**config.mk**
```make
export PLATFORM = sky130hd
export DESIGN_NAME = watch_defer_unit
export DESIGN_NICKNAME = d
export VERILOG_FILES = /design/src/rtl/watch_pkg.sv /design/src/rtl/watch_cfg.sv /design/src/rtl/watch_cmp.sv /design/src/rtl/watch_pend.sv /design/src/rtl/watch_resp.sv /design/src/rtl/watch_defer_unit.sv
export SDC_FILE = /design/constraint.sdc
export NUM_CORES = 1
export LEC_CHECK = 0
export CAP_MARGIN = 25
export CORE_UTILIZATION = 39
export CTS_BUF_LIST = sky130_fd_sc_hd__clkbuf_2 sky130_fd_sc_hd__clkbuf_4 sky130_fd_sc_hd__clkbuf_8
export DETAILED_ROUTE_END_ITERATION = 10
export GPL_TIMING_DRIVEN = 1
export PLACE_DENSITY = 0.83
export SLEW_MARGIN = 20
export SYNTH_ARGS = -nofsm -noshare
export SYNTH_HDL_FRONTEND = slang
export SYNTH_SLANG_ARGS = --single-unit
```
**constraint.sdc**
```tcl
create_clock -name clk -period 2.1 [get_ports clk]
set_clock_uncertainty 0.05 [all_clocks]
set_input_delay 0.21 -clock clk [delete_from_list [all_inputs] [get_ports clk]]
set_output_delay 0.21 -clock clk [all_outputs]
set_load 0.005 [all_outputs]
```
**src/rtl/watch_pkg.sv**
```systemverilog
package watch_pkg;
   localparam int SRC_W = 2;
   typedef enum logic [SRC_W-1:0] {
      SRC_NONE  = 2'b00,
      SRC_FETCH = 2'b01,
      SRC_DATA  = 2'b10
   } wsrc_t;
endpackage

```
**src/rtl/watch_cfg.sv**
```systemverilog
module watch_cfg #(
   parameter int ADDR_W = 32,
   parameter int GRAN   = 3,
   localparam int TAG_W = ADDR_W - GRAN
) (
   input  logic              clk,
   input  logic              rst_n,
   input  logic              we,
   input  logic [ADDR_W-1:0] wr_addr,
   input  logic              wr_en_f,
   input  logic              wr_en_l,
   input  logic              wr_en_s,
   output logic [TAG_W-1:0]  tag_q,
   output logic              en_f_q,
   output logic              en_l_q,
   output logic              en_s_q
);
   always_ff @(posedge clk or negedge rst_n) begin
      if (!rst_n) begin
         tag_q  <= '0;
         en_f_q <= 1'b0;
         en_l_q <= 1'b0;
         en_s_q <= 1'b0;
      end else if (we) begin
         tag_q  <= wr_addr[ADDR_W-1:GRAN];
         en_f_q <= wr_en_f;
         en_l_q <= wr_en_l;
         en_s_q <= wr_en_s;
      end
   end
endmodule

```
**src/rtl/watch_cmp.sv**
```systemverilog
module watch_cmp #(
   parameter int ADDR_W = 32,
   parameter int GRAN   = 3,
   localparam int TAG_W = ADDR_W - GRAN
) (
   input  logic              vld,
   input  logic              en,
   input  logic [ADDR_W-1:0] addr,
   input  logic [TAG_W-1:0]  tag,
   output logic              hit
);
   generate
      if (GRAN == 0) begin : g_exact
         assign hit = vld & en & (addr == tag);
      end else begin : g_masked
         logic [GRAN-1:0] unused_low;
         assign unused_low = addr[GRAN-1:0];
         assign hit = vld & en & (addr[ADDR_W-1:GRAN] == tag);
      end
   endgenerate
endmodule

```
**src/rtl/watch_pend.sv**
```systemverilog
module watch_pend
   import watch_pkg::*;
(
   input  logic  clk,
   input  logic  rst_n,
   input  logic  blocked,
   input  logic  new_hit,
   input  wsrc_t new_src,
   input  logic  clr_we,
   input  logic  clr_wdata,
   output logic  pend_q,
   output wsrc_t psrc_q
);
   logic do_clr;
   assign do_clr = clr_we & ~clr_wdata;

   always_ff @(posedge clk or negedge rst_n) begin
      if (!rst_n) begin
         pend_q <= 1'b0;
         psrc_q <= SRC_NONE;
      end else if (blocked && new_hit) begin
         pend_q <= 1'b1;
         psrc_q <= new_src;
      end else if (do_clr) begin
         pend_q <= 1'b0;
         psrc_q <= SRC_NONE;
      end
   end
endmodule

```
**src/rtl/watch_resp.sv**
```systemverilog
module watch_resp
   import watch_pkg::*;
#(
   parameter int CAUSE_W    = 5,
   parameter int VEC_W      = 12,
   parameter int WATCH_CODE = 23,
   parameter int VEC_OFF    = 'h180
) (
   input  logic               clk,
   input  logic               rst_n,
   input  logic               fire,
   input  wsrc_t              src,
   output logic               req_q,
   output logic [CAUSE_W-1:0] cause_q,
   output logic [VEC_W-1:0]   vec_q,
   output logic [SRC_W-1:0]   src_q
);
   localparam logic [CAUSE_W-1:0] CODE_V = CAUSE_W'(WATCH_CODE);
   localparam logic [VEC_W-1:0]   VEC_V  = VEC_W'(VEC_OFF);

   always_ff @(posedge clk or negedge rst_n) begin
      if (!rst_n) begin
         req_q   <= 1'b0;
         cause_q <= '0;
         vec_q   <= '0;
         src_q   <= '0;
      end else begin
         req_q   <= fire;
         cause_q <= fire ? CODE_V : '0;
         vec_q   <= fire ? VEC_V : '0;
         src_q   <= fire ? src : '0;
      end
   end
endmodule

```
**src/rtl/watch_defer_unit.sv**
```systemverilog
module watch_defer_unit
   import watch_pkg::*;
#(
   parameter int ADDR_W     = 32,
   parameter int GRAN       = 3,
   parameter int CAUSE_W    = 5,
   parameter int VEC_W      = 12,
   parameter int WATCH_CODE = 23,
   parameter int VEC_OFF    = 'h180
) (
   input  logic               clk,
   input  logic               rst_n,
   input  logic               cfg_we,
   input  logic [ADDR_W-1:0]  cfg_addr,
   input  logic               cfg_en_fetch,
   input  logic               cfg_en_load,
   input  logic               cfg_en_store,
   input  logic               pend_we,
   input  logic               pend_wdata,
   input  logic               fetch_vld,
   input  logic [ADDR_W-1:0]  fetch_addr,
   input  logic               data_vld,
   input  logic               data_is_store,
   input  logic [ADDR_W-1:0]  data_addr,
   input  logic               flag_exl,
   input  logic               flag_erl,
   input  logic               flag_dbg,
   output logic               exc_req,
   output logic [CAUSE_W-1:0] exc_cause,
   output logic [VEC_W-1:0]   exc_vec,
   output logic [SRC_W-1:0]   exc_src,
   output logic               watch_pend
);
   localparam int TAG_W = ADDR_W - GRAN;

   generate
      if (GRAN < 0 || GRAN >= ADDR_W) begin : g_bad_gran
         $error("GRAN must lie in 0..ADDR_W-1");
      end
      if (WATCH_CODE < 0 || WATCH_CODE >= (1 << CAUSE_W)) begin : g_bad_code
         $error("WATCH_CODE does not fit in CAUSE_W bits");
      end
      if (VEC_OFF < 0 || VEC_OFF >= (1 << VEC_W)) begin : g_bad_vec
         $error("VEC_OFF does not fit in VEC_W bits");
      end
   endgenerate

   logic [TAG_W-1:0] tag_q;
   logic             en_f_q, en_l_q, en_s_q;
   logic             data_en;
   logic             fetch_hit, data_hit, any_hit, blocked, fire;
   logic             pend_q;
   wsrc_t            psrc_q, hit_src, fire_src;

   watch_cfg #(.ADDR_W(ADDR_W), .GRAN(GRAN)) cfg_i (
      .clk(clk), .rst_n(rst_n), .we(cfg_we), .wr_addr(cfg_addr),
      .wr_en_f(cfg_en_fetch), .wr_en_l(cfg_en_load), .wr_en_s(cfg_en_store),
      .tag_q(tag_q), .en_f_q(en_f_q), .en_l_q(en_l_q), .en_s_q(en_s_q)
   );

   assign data_en = data_is_store ? en_s_q : en_l_q;

   watch_cmp #(.ADDR_W(ADDR_W), .GRAN(GRAN)) cmp_fetch_i (
      .vld(fetch_vld), .en(en_f_q), .addr(fetch_addr), .tag(tag_q), .hit(fetch_hit)
   );
   watch_cmp #(.ADDR_W(ADDR_W), .GRAN(GRAN)) cmp_data_i (
      .vld(data_vld), .en(data_en), .addr(data_addr), .tag(tag_q), .hit(data_hit)
   );

   assign any_hit  = fetch_hit | data_hit;
   assign blocked  = flag_exl | flag_erl | flag_dbg;
   assign hit_src  = fetch_hit ? SRC_FETCH : SRC_DATA;
   assign fire     = ~blocked & (any_hit | pend_q);
   assign fire_src = any_hit ? hit_src : psrc_q;

   watch_pend pend_i (
      .clk(clk), .rst_n(rst_n), .blocked(blocked), .new_hit(any_hit),
      .new_src(hit_src), .clr_we(pend_we), .clr_wdata(pend_wdata),
      .pend_q(pend_q), .psrc_q(psrc_q)
   );

   watch_resp #(
      .CAUSE_W(CAUSE_W), .VEC_W(VEC_W), .WATCH_CODE(WATCH_CODE), .VEC_OFF(VEC_OFF)
   ) resp_i (
      .clk(clk), .rst_n(rst_n), .fire(fire), .src(fire_src),
      .req_q(exc_req), .cause_q(exc_cause), .vec_q(exc_vec), .src_q(exc_src)
   );

   assign watch_pend = pend_q;
endmodule

```
==> results of run 1 <==
-- worst max-delay path, stage by stage, from the launching register on --
cell and delay [ps]:
dfrtp_1 420, xor2_1 160, nor4_2 340, nand4_1 190, nor4_4 340, nand2b_1 190, a22o_1 160
-- sequential cells by signal, summed over array words and instances (netlist names) --
register / flops
resp_i.src_q: 2
pend_i.psrc_q: 2
cfg_i.en_l_q: 1
cfg_i.tag_q: 29
cfg_i.en_f_q: 1
resp_i.cause_q: 1
cfg_i.en_s_q: 1
pend_i.pend_q: 1
-- kinds of logic (layout without fill, tap and decap cells) --
logic type	Yosys count	count (layout)
compound gates	14	14
flops	38	38
other cells	1	11
buf+inv	25	126
simple gates	32	32
mux	30	30
xor+xnor	54	54
-- final timing paths --
check / to / cells after the start
worst max-delay path: pend_i.pend_q / 6
worst min-delay path: cfg_i.tag_q[1] / 2
worst max register to register: pend_i.pend_q / 6
worst min register to register: cfg_i.en_l_q / 1
max in group asynchronous: cfg_i.tag_q[20] / 3
min in group clk: cfg_i.tag_q[14] / 3
-- per-stage QoR --
stage / total power, mW / hold WS (ps) / util [%] / worst slack, ps
6_report: 1.89 / 352 / 63.2 / 196
3_5_place_dp: 1.34 / 126 / 60.9 / -67.4
4_1_cts: 1.92 / 357 / 63.1 / 166
3_3_place_gp: 1.33 / 126 / 60.9 / -36.5
2_1_floorplan: 1.09 / -136 / - / 390
5_1_grt: 2.00 / 389 / 63.2 / 9.79
-- timing repair --
| action | CTS | global route |
|---|---|---|
| buffers inserted | 0 | 0 |
| endpoints found under the hold margin | 18 | 0 |
| endpoints found under the setup margin | 0 | 1 |
| gates resized for setup | 0 | 1 |
| hold buffers | 1 | 0 |
-- cells in the final DEF, fill, tap and decap left out, types with 2 or more instances in the layout --
| cell type | count |
|---|---|
| o21ai_0 | 2 |
| nor2b_1 | 2 |
| xor2_1 | 27 |
| nand2_1 | 7 |
| mux2_2 | 13 |
| nand2b_1 | 2 |
| nand4_1 | 9 |
| dfrtp_1 | 38 |
| buf_4 | 2 |
| nor4_2 | 4 |
| clkdlybuf4s50_1 | 109 |
| conb_1 | 11 |
| nor4_1 | 4 |
| mux2_1 | 17 |
| clkbuf_8 | 8 |
| xnor2_1 | 27 |
| inv_1 | 4 |
-- cell type report --
class	count	share of cell area [%]
clock buffer	8	3.16
inverter	4	0.431
multi-input combinational	141	33.7
sequential	38	27.3
tap	72	2.59
timing repair buffer	114	32.8
-- per-layer routing --
metal	GRT usage, %	part of all wire (%)
met1	22.9	42
met5	0	0
met2	33.6	51
met3	4.59	6.0
met4	4.34	1.3
-- report_power, final --
part | switching [mW] | total, mW | internal, mW
registers | 0.0631 | 0.856 | 0.793
logic | 0.160 | 0.468 | 0.308
clock network | 0.239 | 0.570 | 0.331
total | 0.462 | 1.89 | 1.43
==> results.md, run 1 <==
- The final routed wire length divided by cell count is ~14 microns.
- The core area is between 5000 and 6000 sq um.
- The total overflow reported by the global router is 0.
- The nature of the critical path endpoint is a register.
- Setup repair after global routing left no endpoint under its margin.
- The tool flagged a number of max-cap violations equal to 0.
- The run finished with clean final reports.
- The vias after detailed routing is ~1.8k.
- The leading register cell type out of synthesis is dfrtp_1.
- The aggregate global-route resource usage is roughly a fifth.
- The number of placement rows is 27.
- The pin count of the biggest net entering global routing is 36.
- dfrtp_1 is the most common cell in the netlist.
- The maximum resistive drop on vdd is ~0.26 mV.
- The starting density of the core is between 40 and 50%.
- The remaining antenna violation count is 0.
- After synthesis the cells add up to roughly 2200 sq um.
- The H-tree was split into 2 levels.
- The cell count after synthesis is between 150 and 200.
- The class of the most critical hold timing path is input port to async pin.
- The number of input and output port buffers inserted is 110.
- For this run, the top clock speed supported by timing is approximately 530 MHz.
- The layout has roughly 460 filler cells.
- The area of the multi-input gates is around 1200 sq um.
- Of the cells placed in the final design, the portion with a size suffix greater than 1 is ~10%.
- Buffers inserted during clock tree synthesis total 5.
- The detailed-route vias per instance is between 4 and 5.
- By area the synthesized netlist is led by dfrtp_1 (42%), xnor2_1 (11%), xor2_1 (11%), mux2_1 (8.6%), mux2_2 (6.5%).
- Counting instances in the post-synthesis netlist gives the leading cell types as dfrtp_1 (38), xnor2_1 (27), xor2_1 (27).
- The synthesis warning total is 0.
- For this run, design rule violations remaining after detail routing come to 0.
- The synthesized-area fraction occupied by ao, oa, aoi and oai cells is roughly 4.6%.
- The number of clock sinks is 38.
- The worst register-to-register path begins at cfg_i.tag_q[7].
- The area growth from synthesis to layout is 55.5%.
- The footprint of the flip-flops and latches is around 950 sq um.
- Setup violations remaining at the end of the flow were counted as 0.
- The number of antenna violations at the first check in global routing is 0.
- The sum of negative setup slack is 0 ps.
- At the end of routability-driven placement, the weighted congestion stood at between 0.7 and 0.8.
- Counting along the longest clock path gives a buffer depth of 2.
- After clock tree synthesis, the clock-pin slew on the worst setup and hold paths is approximately 70 ps.
- The clock latency on the worst-skew pair is 280 ps.
- Counting flops with a built-in enable in the synthesized netlist gives 0.
- The instance count after placement with tap cells included is ~370.
- Sequential elements use ~42% of the synthesized area.
- The boundary pin count is roughly 130.
- The final count of hold timing violations came to 0.
- The die is ~80 microns tall.
- The minimum clock period after layout is approximately 1900 ps.
- Multiplexer cells account for between 15 and 20% of the synthesized area.
- The count of pins over their slew limit is 0.
- After Yosys synthesis, XOR and XNOR cells account for roughly a fifth of the synthesized area.
- The total routed wirelength is 5370 microns.
- The power per cell area is approximately 540 nW/um^2.
- The simple-gate share of the synthesized area is under 10%.
- The kind of start point of the critical path is a register.
- The worst reg-to-reg setup slack is 200 ps.
- After routing the design area is about 3500 sq um.
- The synthesized area divided by synthesized cell count is roughly 12 sq um.
- The via count of the first global-routing pass is between 1.5k and 2k.
- Detailed placement finished with a half-perimeter wire length of around 4500 microns.
- The number of antenna diodes in the final layout is 0.
- Along the worst path, the maximum fanout reaches 3.
- The area of the die is between 6000 and 7000 sq um.
- Summed over its instances, the top area cell type makes up a little over two fifths of the synthesized netlist area.
- The register bit total from synthesis is 38.
- The first routing iteration left 47 violations.
- After synthesis, the largest family of logic cells by area is XOR/XNOR gates.
- For this run, asynchronously set or reset flops after synthesis account for 100%.
- The cell leakage power is about 1.4 nW.
- The placement-stage cell area is 3350 sq um.
- The final worst-path cycle share is between 90% and 100%.
- Data on the critical path arrives at its endpoint at 2070 ps.
- The adder-cell share of the synthesized area is 0%.
- The number of unique standard cell types used by synthesis is 32.
- The biggest area contributor in the post-synthesis netlist is dfrtp_1.
- At the worst endpoint, the required time is 2270 ps.
- The TritonCTS clock tree is done.
- The most critical setup path has its startpoint at cfg_i.tag_q[7].
- The cell sitting at the root of the clock tree is a clkbuf_8.
- The worst setup path is of the register to register kind.
- The non-filler instance count after layout is between 300 and 400.
- Measured along the x axis, the die boundary spans 77.8 microns.
- The first detailed-routing pass ran for 4 iterations.
- The global-route wire length before repair is between 8000 and 9000 microns.
- The post-layout net count is 414.
No activity file was read; power rests on OpenSTA's default activity.
==> inputs of run 2 (changes only) <==
--- a/config.mk
+++ b/config.mk
@@ -6,12 +6,10 @@
 export NUM_CORES = 1
 export LEC_CHECK = 0
 export CAP_MARGIN = 25
-export CORE_UTILIZATION = 39
+export CORE_UTILIZATION = 35
 export CTS_BUF_LIST = sky130_fd_sc_hd__clkbuf_2 sky130_fd_sc_hd__clkbuf_4 sky130_fd_sc_hd__clkbuf_8
 export DETAILED_ROUTE_END_ITERATION = 10
-export GPL_TIMING_DRIVEN = 1
-export PLACE_DENSITY = 0.83
-export SLEW_MARGIN = 20
+export PLACE_DENSITY = 0.78
 export SYNTH_ARGS = -nofsm -noshare
 export SYNTH_HDL_FRONTEND = slang
 export SYNTH_SLANG_ARGS = --single-unit
==> constraint.sdc (replaced) <==
create_clock -name clk -period 1.74 [get_ports clk]
set_clock_uncertainty 0.05 [all_clocks]
set_input_delay 0.174 -clock clk [delete_from_list [all_inputs] [get_ports clk]]
set_output_delay 0.174 -clock clk [all_outputs]
set_load 0.005 [all_outputs]
==> run 2 against run 1 <==
The run now ends with setup timing left. Non-clock buffer count grew 17. Clock power grew 34%. Die area grew 11%. Fmax grew 7.3%. Critical endpoint is now resp_i.src_q[0]. Register-to-register slack worse by 230 ps. Flip-flop and latch count unchanged. Via count is 6.7% higher. Utilization decreased by 2.8 points. Setup slack got worse by 230 ps. Highest routed layer unchanged. Worst hold slack lost 67 ps. Wire length increased by 1.4%. Largest power group unchanged. Total power increased by 28%.
==> results.md, run 2 (synthesis gave the netlist of run 1 again) <==
- The number of antenna repair diodes is 0 (unchanged).
- The area growth from synthesis to layout is 63.6% (was 55.5%).
- The die span in x came to 82.0 microns (was 77.8 microns).
- The half-perimeter wire length of the detailed placement result is 4320 microns (was 4460 microns).
- Run status: finished with violations (was completed).
- The final routed wire length divided by cell count is 13.7 microns (was 14.3 microns).
- The maximum resistive drop on vdd was 0.414 mV (was 0.264 mV).
- The share of post-route cells with drive strength above 1 was 17.1% (was 9.84%).
- The worst-case headroom to the max-slew limit is roughly two thirds.
- The number of buffers created by CTS is 5 (unchanged).
- The final-layout fill cell count came to 528 (was 456).
- The post-layout net count is 431 (was 414).
- The number of placement rows is 28 (was 27).
- The global placement routability congestion came to 0.802 (was 0.770).
- The remaining antenna violation count is 0 (unchanged).
- The first-pass iteration count of the detailed router is 4 (unchanged).
- The footprint of the flip-flops and latches is 951 sq um (unchanged).
- The data required time at the worst endpoint came to 1910 ps (was 2270 ps).
- The pin count of the biggest net entering global routing is 39 (was 36).
- The total routed wirelength was 5450 microns (was 5370 microns).
- The TritonCTS clock tree was done (unchanged).
- The minimum clock period after layout is 1770 ps (was 1900 ps).
- The boundary pin count is 131 (unchanged).
- The number of clock sinks is 38 (unchanged).
- Largest registers: cfg_i.tag_q x29, pend_i.psrc_q x2, resp_i.src_q x2 (unchanged).
- The kind of start point of the critical path was a register (unchanged).
- The maximum net fanout on the critical path was 4 (was 3).
- The cell count of the worst hold path is 3.
- The share of power burned in combinational logic is 26.4% (was 24.7%).
- The maximum root-to-sink buffer count is 2 (unchanged).
- The aggregate global-route resource usage is 17.4% (was 18.9%).
- The power share of the clock group is 31.5% (was 30.1%).
- The global-route wire length before repair is 8580 microns (was 8710 microns).
- The number of cells traversed by the worst register-to-register path is 7 (was 6).
- The nature of the critical path endpoint is a register (unchanged).
- The total DRC errors in the routed layout was 0 (unchanged).
- Most used cells in the layout excluding fill and tap cells: clkdlybuf4s50_1 (107), dfrtp_1 (38), xor2_1 (27) (was clkdlybuf4s50_1 (109), dfrtp_1 (38), xor2_1 (27), xnor2_1 (27), mux2_1 (17)).
- The internal power contribution came to 1.84 mW (was 1.43 mW).
- The critical path class is register to register (unchanged).
- The final-layout worst hold slack was 285 ps (was 352 ps).
- The number of input and output port buffers inserted is 110 (unchanged).
- The clock latency on the worst-skew pair came to 290 ps (was 280 ps).
- The die boundary height is 82.0 microns (was 77.8 microns).
- The area of the die was 6720 sq um (was 6050 sq um).
- The max-capacitance violation count is 0 (unchanged).
- The final reports fail on setup timing.
- CP cell instances: nor2b_4 > a2111oi_2 > o2111ai_2 > nor4_4 > buf_4 > a31oi_1 > nor2_1 (was xor2_1 > nor4_2 > nand4_1 > nor4_4 > nand2b_1 > a22o_1).
- The via count of the first global-routing pass came to 1884 (was 1856).
- The register with the highest flop count is cfg_i.tag_q (unchanged).
- The number of flip-flops under the largest register name is 29 (unchanged).
- The area of the multi-input gates was 1220 sq um (was 1170 sq um).
- The highest clock frequency the design can meet is 564 MHz (was 525 MHz).
- The core area is 6060 sq um (was 5510 sq um).
- The clock-pin slew of the registers on the worst-case setup and hold paths was 70 ps (about the same).
- The net switching fraction of the power is 24.3% (was 24.4%).
- The class of the most critical hold timing path is input port to register (was input port to async pin).
- The cell leakage power is 1.50 nW (was 1.39 nW).
- The setup slack after layout is -34.2 ps (was 196 ps).
- The highest cell delay on the worst timing path is 430 ps (was 420 ps).
- The count of H-tree levels built during CTS is 2 (unchanged).
- The final count of hold timing violations is 0 (unchanged).
- The vias after detailed routing is 1883 (was 1765).
- The setup violation total in the final timing report is 4 (was 0).
- The power per cell area came to 663 nW/um^2 (was 544 nW/um^2).
- The count of pins over their slew limit is 0 (unchanged).
- The final core area utilization is 60.4% (was 63.2%).
- The number of DRC violations after detailed-routing iteration 0 is 50 (was 47).
- The detailed-route vias per instance is 4.74 (was 4.68).
- The slew of the pin with the lowest slew margin is 501 ps.
- The sequential group share of total power is 42.1% (was 45.2%).
- Unrepaired setup endpoints after global routing: true (was false).
- The final worst-path cycle share is 102% (was 90.7%).
- The most frequent standard cell in the layout excluding fill and tap cells is clkdlybuf4s50_1 (unchanged).
- The cell at the root of the clock tree is clkbuf_8 (unchanged).
- The total overflow reported by the global router is 0 (unchanged).
- The data arrival time of the critical path came to 1950 ps (was 2070 ps).
- The cell with the largest stage delay on the worst path is dfrtp_1 (unchanged).
- The number of antenna violations at the first check in global routing is 0 (unchanged).
- The starting density of the core is 36.9% (was 40.6%).
- The net switching power of the design is 589 uW (was 462 uW).
run 2: metrics by stage:
| stage | TNS (ps) | area, sq um | setup WS (ps) | std cells | power [mW] |
|---|---|---|---|---|---|
| CTS | -164 | 3650 | -41.6 | 397 | 2.46 |
| finish | -70.9 | 3660 | -34.2 | 397 | 2.43 |
| floorplan | 0 | 2280 | 29.5 | 204 | 1.31 |
| detailed placement | -2160 | 3460 | -389 | 385 | 1.66 |
| global placement | -2020 | 3460 | -353 | 385 | 1.65 |
| global route | -675 | 3660 | -158 | 397 | 2.57 |
run 2: path summary, 6_finish.rpt:
check | endpoint | from | slack, ps
max in group asynchronous | cfg_i.tag_q[5] | rst_n | 850
setup reg to reg | resp_i.src_q[0] | cfg_i.tag_q[23] | -30
hold / removal | cfg_i.tag_q[14] | cfg_we | 290
hold reg to reg | cfg_i.en_s_q | cfg_i.en_s_q | 460
setup / recovery | resp_i.src_q[0] | cfg_i.tag_q[23] | -30
min in group asynchronous | cfg_i.tag_q[10] | rst_n | 440
run 2: routing by layer:
metal / up-vias / wire (microns) / GRT usage, %
li1: 902 / - / -
met1: 883 / 2240 / 20.4
met2: 87 / 2700 / 29.9
met3: 11 / 426 / 5.00
met4: 0 / 90 / 6.49
met5: - / 0 / 0
run 2: cell type report:
cell class | instances | area share (%)
sequential | 38 | 26.0
clock buffer | 7 | 2.29
clock inverter | 1 | 0.820
timing repair buffer | 131 | 34.6
tap | 75 | 2.56
inverter | 4 | 0.410
multi-input combinational | 141 | 33.4
run 2: worst max-delay path: cells and delay by family (launching register included):
kind / cells / cell delay, ps
compound gates: 3 / 490
buf+inv: 1 / 170
simple gates: 3 / 570
flops: 1 / 430
run 2: timing repair:
| item | CTS | global route |
|---|---|---|
| pin swaps | 12 | 3 |
| hold buffers | 1 | 0 |
| endpoints found under the hold margin | 38 | 0 |
| setup buffers | 3 | 0 |
| gates resized for setup | 10 | 2 |
| cloned | 0 | 0 |
| setup endpoints to repair | 6 | 6 |
run 2: power groups by stage:
stage                     registers (mW)  clock network (mW)  logic [mW]
final                               1.02               0.764       0.640
after CTS                           1.02               0.792       0.645
after detailed placement            1.04                   0       0.618
after global routing                1.03               0.840       0.699
after global placement              1.04                   0       0.607
after floorplan                     1.03                   0       0.278
==> inputs of run 3 (changes only) <==
--- a/config.mk
+++ b/config.mk
@@ -5,7 +5,6 @@
 export SDC_FILE = /design/constraint.sdc
 export NUM_CORES = 1
 export LEC_CHECK = 0
-export CAP_MARGIN = 25
 export CORE_UTILIZATION = 35
 export CTS_BUF_LIST = sky130_fd_sc_hd__clkbuf_2 sky130_fd_sc_hd__clkbuf_4 sky130_fd_sc_hd__clkbuf_8
 export DETAILED_ROUTE_END_ITERATION = 10
==> results of run 3 <==
Same layout as run 2: the final DEF is identical, and so are final timing and power.
